$ cat src/rtl/csk_pkg.sv
package csk_pkg;

    typedef struct packed {
        logic gen;
        logic prp;
        logic kil;
    } bit_class_t;

endpackage

$ cat src/rtl/csk_class_cell.sv
module csk_class_cell
    import csk_pkg::*;
(
    input  logic       a_bit,
    input  logic       b_bit,
    output bit_class_t cls
);

    always_comb begin
        cls.gen = a_bit & b_bit;
        cls.prp = a_bit ^ b_bit;
        cls.kil = ~a_bit & ~b_bit;
    end

    // a bit position sits in exactly one class
    always_comb begin
        p_one_class_r6: assert ($countones({cls.gen, cls.prp, cls.kil}) == 1)
            else $error("R6 bit class not unique");
    end

endmodule

$ cat src/rtl/csk_group.sv
module csk_group
    import csk_pkg::*;
#(
    parameter int GRP = 4
) (
    input  logic [GRP-1:0] a_grp,
    input  logic [GRP-1:0] b_grp,
    input  logic           c_grp_in,
    output logic [GRP-1:0] s_grp,
    output logic           c_grp_out
);

    bit_class_t       cls [GRP];
    logic [GRP-1:0]   prp_v;
    logic [GRP-1:0]   gen_v;
    logic             ripple_c;
    logic             all_prp;

    for (genvar i = 0; i < GRP; i++) begin : g_cell
        csk_class_cell i_cell (
            .a_bit (a_grp[i]),
            .b_bit (b_grp[i]),
            .cls   (cls[i])
        );
        assign prp_v[i] = cls[i].prp;
        assign gen_v[i] = cls[i].gen;
    end

    // ripple chain and sum generation
    always_comb begin
        logic rc;
        rc = c_grp_in;
        for (int i = 0; i < GRP; i++) begin
            s_grp[i] = prp_v[i] ^ rc;
            rc       = gen_v[i] | (prp_v[i] & rc);
        end
        ripple_c = rc;
    end

    // skip selector
    assign all_prp   = &prp_v;
    assign c_grp_out = all_prp ? c_grp_in : ripple_c;

    // an all-pass group hands its input carry straight on
    // skip path and ripple path agree
    always_comb begin
        if (all_prp) begin
            p_skip_pass_r3: assert (c_grp_out == c_grp_in)
                else $error("R3 skip carry mismatch");
        end
        p_paths_agree_r8: assert (ripple_c == c_grp_out)
            else $error("R8 ripple and skip carries differ");
    end

endmodule

$ cat src/rtl/csk_adder.sv
module csk_adder #(
    parameter int WIDTH = 16,
    parameter int GRP   = 4
) (
    input  logic [WIDTH-1:0] a_in,
    input  logic [WIDTH-1:0] b_in,
    input  logic             carry_in,
    output logic [WIDTH-1:0] sum_out,
    output logic             carry_out
);

    localparam int NGRP = WIDTH / GRP;

    for (genvar j = 0; j < NGRP; j++) begin : g_grp
        logic c_i;
        logic c_o;
        if (j == 0) begin : g_first
            assign c_i = carry_in;
        end else begin : g_next
            assign c_i = g_grp[j-1].c_o;
        end
        csk_group #(.GRP(GRP)) i_group (
            .a_grp     (a_in[j*GRP +: GRP]),
            .b_grp     (b_in[j*GRP +: GRP]),
            .c_grp_in  (c_i),
            .s_grp     (sum_out[j*GRP +: GRP]),
            .c_grp_out (c_o)
        );
    end

    assign carry_out = g_grp[NGRP-1].c_o;

    // the full result matches binary addition
    always_comb begin
        p_sum_total_r1: assert ({carry_out, sum_out} ==
                                ({1'b0, a_in} + {1'b0, b_in} + {{WIDTH{1'b0}}, carry_in}))
            else $error("R1 sum mismatch");
    end

endmodule

$ cat config.mk
export PLATFORM = sky130hd
export DESIGN_NAME = csk_adder
export DESIGN_NICKNAME = d
export VERILOG_FILES = /design/src/rtl/csk_pkg.sv /design/src/rtl/csk_class_cell.sv /design/src/rtl/csk_group.sv /design/src/rtl/csk_adder.sv
export SDC_FILE = /design/constraint.sdc
export NUM_CORES = 1
export LEC_CHECK = 0
export ABC_AREA = 1
export BUFFER_PORTS_ARGS = -buffer_cell sky130_fd_sc_hd__buf_2
export CAP_MARGIN = 20
export CORE_UTILIZATION = 43
export DETAILED_ROUTE_END_ITERATION = 8
export PLACE_DENSITY = 0.91
export SYNTH_ARGS = -nofsm -noshare
export SYNTH_HDL_FRONTEND = slang
export SYNTH_SLANG_ARGS = --single-unit
export TNS_END_PERCENT = 1
$ cat constraint.sdc
create_clock -name vclk -period 18.25
set_input_delay 1.825 -clock vclk [all_inputs]
set_output_delay 1.825 -clock vclk [all_outputs]
set_load 0.05 [all_outputs]
==> results.json, run 1 <==
{
  "nets": 181,
  "cts_setup_buffers": 0,
  "seqCellArea_um2": 0,
  "drtAntennaViolNets": 0,
  "grt_max_degree": 3,
  "post-route-period-util_pct": 61.76,
  "grt_pass1_wl_um": 2449,
  "slew_viol_final": 0,
  "min-delay-start": "b_in[14]",
  "cp.required_ns": 16.42,
  "hold_viol": 0,
  "period_needed_ns": 11.27,
  "grt_pass1_vias": 657,
  "multi_input_area_um2": 641.9,
  "cp.arrival_ns": 9.45,
  "synth_warnings": 0,
  "rows": 13,
  "tightest_slew_ns": 0.2545,
  "routed_wl_um": 1463,
  "wl_per_cell_um": 11.34,
  "drive_above_1_share_pct": 49.12,
  "syn_area_um2": 679.4,
  "startpoint_type": "primary input",
  "layout_common_cells": "buf_2, fa_1, ha_1",
  "postCtsHoldBufs": 0,
  "power_uw": 55.65,
  "syn_nets": 129,
  "ios": 50,
  "core_area_mm2": 0.001383,
  "hold_path_depth": 3,
  "grt-ovfl-total": 0,
  "crit_path_max_fanout": 2,
  "vias": 602,
  "ys_seq_area_share_pct": 0,
  "setup_viol": 0,
  "yosys.cell_types.count": 15,
  "whs_endpoint": "sum_out[14]",
  "vdd_drop_max_mv": 0.02922,
  "die_y_um": 41.75,
  "area_growth_syn_to_layout_pct": 39.59,
  "initial_core_util_pct": 49.14,
  "clock.fmax_mhz": 88.72,
  "synthCells": 64,
  "dieArea_mm2": 0.001743,
  "clock_buffers": 0,
  "drt_iter0_markers": 4,
  "port_buffers": 50,
  "cts_resized": 0,
  "tns_ns": 0,
  "diodes": 0,
  "track_usage_pct": 17.29,
  "worstSetupPathType": "in2out",
  "powerDensity_mw_per_mm2": 58.67,
  "antenna_found_initial": 0,
  "seq_cells": 0,
  "status": "finished clean",
  "end_kind": "output port",
  "gp_congestion": 0.7005,
  "layout_commonest_cell": "buf_2",
  "slew-limit-headroom_pct": 83.15,
  "cellLeakagePower_uw": 0.0005415,
  "synth.avg_cell_area_um2": 10.62,
  "rsz0062_at_grt": "no",
  "cap_violations": 0,
  "die_x_um": 41.75,
  "drtPass1Iterations": 2,
  "post-dp-hpwl_um": 1423,
  "detail_route.vias_per_cell": 4.667,
  "hold_class": "in2out",
  "route.detailed.drc": 0,
  "fill_cells": 113
}
==> cells in the mapped netlist <==
cell type  number  area share, %
nand3_1         1           0.74
and2_1          1           0.92
ha_1           16             29
inv_1          10            5.5
nor2_1          2            1.1
nand3_2         2            2.9
or2_2           1           0.92
or2_1           1           0.92
and2_2          1            1.1
nor2_2          1           0.92
o21bai_2        1            1.7
nand4_1         1           0.92
fa_1           16             47
nand2_1         9            5.0
o21ai_1         1           0.74
==> logic make-up after synthesis <==
group                    Yosys count  share of synthesized area, %
adder cells (fa/ha/maj)           32                         76.61
AND/OR/NAND/NOR                   20                         15.47
buffers and inverters             10                         5.525
AO/OA/AOI/OAI                      2                         2.393
==> metrics by stage <==
step	hold WS, ns	util (%)	setup slack (ns)	area [um2]	cells
finish	4.150	68.60	6.979	948.4	129
floorplan	4.043	-	7.429	679.4	64
global route	4.166	68.60	6.689	948.4	129
CTS	4.154	68.60	6.953	948.4	129
detailed placement	4.155	68.60	6.967	948.4	129
global placement	4.148	68.60	7.131	948.4	129
==> metal layers <==
metal,track usage (%),share of wire [%]
met5,0,0
met4,0,0
met3,0.8696,4.3
met2,40.63,64
met1,15.93,32
==> layout make-up <==
cell class	count	share of cell area (%)
Tap cell	15	1.979
Multi-Input combinational cell	54	67.68
Inverter	10	3.958
Timing Repair Buffer	50	26.39
==> report_power, final <==
part | internal [uW] | switching, uW
logic | 14.4 | 41.2
clock network | 0 | 0
registers | 0 | 0
==> how the worst max path moves through the flow <==
stage               startpoint          end  slack, ns  cells after the start
floorplan              a_in[0]  sum_out[15]       7.43                     26
global placement       a_in[0]  sum_out[15]       7.13                     28
detailed placement     a_in[0]  sum_out[15]       6.97                     28
CTS                    a_in[0]  sum_out[15]       6.95                     28
global route           a_in[0]  sum_out[15]       6.69                     28
finish                carry_in  sum_out[15]       6.98                     28
==> worst max-delay path: stages <==
cell,delay (ns)
buf_2,0.10
inv_1,0.08
fa_1,0.17
inv_1,0.05
fa_1,0.37
fa_1,0.38
fa_1,0.36
o21bai_2,0.20
and2_2,0.19
fa_1,0.39
fa_1,0.41
fa_1,0.40
fa_1,0.36
o21ai_1,0.13
nand2_1,0.10
fa_1,0.38
fa_1,0.40
fa_1,0.42
fa_1,0.38
or2_1,0.25
and2_1,0.17
fa_1,0.37
fa_1,0.39
fa_1,0.36
inv_1,0.07
fa_1,0.40
inv_1,0.06
buf_2,0.25
Power figures use the tool's default switching activity.
==> run 2, diff against run 1 <==
Settings changed: CORE_UTILIZATION 43 to 39, PLACE_DENSITY 0.91 to 0.87.
Clock period 18.25 ns to 9.1 ns, I/O delays scaled along.
==> run 2 against run 1 <==
Effect of this change: worst hold slack lost 1.8 ns; non-clock buffer count grew 4; die area grew 9.7%; combinational power grew 110%; design area grew 8.2%; setup slack lost 6.7 ns; the flow now finishes with violations (design-rule violations); core utilization shrank 2.8 points; first-iteration DRC count grew 25%; largest power group unchanged; critical path depth is the same; flip-flop and latch count is the same; critical path type unchanged; routed wire length grew 3.3%.
==> results.json, run 2 (synthesized netlist as in run 1, its figures left out) <==
{
  "status": "complete, but fails checks",
  "violations": "design-rule violations",
  "drt_iter0_markers": 5,
  "postCtsHoldBufs": 0,
  "rows": 14,
  "cp.arrival_ns": 7.95,
  "rsz0062_at_grt": "no",
  "post-dp-hpwl_um": 1454,
  "dieArea_mm2": 0.001913,
  "power.share.switching_pct": 71.10,
  "powerDensity_mw_per_mm2": 116.4,
  "crit_path_max_fanout": 2,
  "post-route-period-util_pct": 97.40,
  "route.detailed.drc": 5,
  "startpoint_type": "primary input",
  "stdcell_area_mm2": 0.001026,
  "path_delay_family": "adder cells",
  "clock_buffers": 0,
  "area_growth_syn_to_layout_pct": 51.01,
  "fill_cells": 138,
  "initial_core_util_pct": 43.58,
  "grt_max_degree": 3,
  "slowest_delay_ns": 0.43,
  "tightest_slew_ns": 0.2548,
  "seq_cells": 0,
  "diodes": 0,
  "clock.fmax_mhz": 112.8,
  "wl_per_cell_um": 11.28,
  "die_x_um": 43.74,
  "cpMostUsedCell": "fa_2",
  "vdd_drop_max_mv": 0.06645,
  "worstSetupPathType": "in2out",
  "tns_ns": 0,
  "combPwrFrac_pct": 100.0,
  "drtAntennaViolNets": 0,
  "antenna_found_initial": 0,
  "port_buffers": 50,
  "slew-limit-headroom_pct": 83.13,
  "drive_above_1_share_pct": 65.25,
  "routed_wl_um": 1512,
  "finalNonFillerCells": 134,
  "cpMaxStageDelayCell": "fa_1",
  "track_usage_pct": 16.88,
  "layout_common_cells": "buf_2, ha_1, fa_2",
  "placedInstanceArea_um2": 979.7,
  "dpl.cell_count": 134,
  "hold_path_depth": 3,
  "cellLeakagePower_uw": 0.0005515,
  "grt_pass1_vias": 672,
  "crit_buf_inv": 6,
  "vias": 613,
  "cp.required_ns": 8.19,
  "die_y_um": 43.74,
  "nets": 185,
  "period_needed_ns": 8.863,
  "hold_class": "in2out",
  "gp_congestion": 0.7177,
  "ios": 50,
  "seqCellArea_um2": 0,
  "grt-ovfl-total": 0,
  "grt_pass1_wl_um": 2435,
  "cap_violations": 0,
  "drtPass1Iterations": 5,
  "power.internal_uw": 34.51,
  "clkPwrFrac_pct": 0,
  "end_kind": "output port",
  "cp.depth": 28,
  "p_seq_share_pct": 0,
  "detail_route.vias_per_cell": 4.575,
  "switching_power_uw": 84.91,
  "slew_viol_final": 0,
  "setup_viol": 0,
  "layout_commonest_cell": "buf_2",
  "hold_viol": 0,
  "core_area_mm2": 0.001559
}
[run 2: cell count changes in the layout (fill, tap and decap cells not counted)]
| cell | change |
|---|---|
| o21ai_2 | +1 |
| inv_2 | +3 |
| buf_4 | +4 |
| inv_1 | -3 |
| fa_1 | -13 |
| buf_2 | -1 |
| fa_2 | +13 |
| buf_8 | +1 |
| o21ai_1 | -1 |
[run 2: what timing repair did]
item                       4_1_cts  5_1_grt
gates resized for setup         12        8
setup endpoints to repair        3        2
pin swaps                        1        3
setup buffers                    0        0
[run 2: worst paths after layout]
check                 startpoint           to  slack, ns
worst max-delay path    carry_in  sum_out[15]       0.24
worst min-delay path    b_in[11]  sum_out[11]       2.32
[run 2: stage by stage]
step	worst slack (ns)	util [%]	hold WS (ns)	power, uW
finish	0.2370	65.81	2.318	119.4
global route	0.001653	65.81	2.351	128.7
CTS	0.02938	64.93	2.322	118.8
detailed placement	-0.4974	62.84	2.320	115.2
global placement	-0.1597	62.84	2.317	111.1
floorplan	0.1090	-	2.213	91.32
[run 2: area by class of cell]
type	instances	area (um2)	area share, %
tap	16	20.02	1.951
multi-input combinational	54	678.2	66.10
inverter	10	37.54	3.659
timing repair buffer	54	290.3	28.29
[run 2: power by group through the flow]
stage,registers (uW),clock network (uW),logic [uW]
final,0,0,119
after global routing,0,0,129
after CTS,0,0,119
after detailed placement,0,0,115
after global placement,0,0,111
after floorplan,0,0,91.3
[run 2: metal layers]
metal  track usage [%]  vias to the layer above  share of wire, %
li1                  -                      299                 -
met1             13.46                      282                27
met2             42.09                       32                65
met3            0.8333                        0               7.8
met4                 0                        0                 0
met5                 0                        -                 0
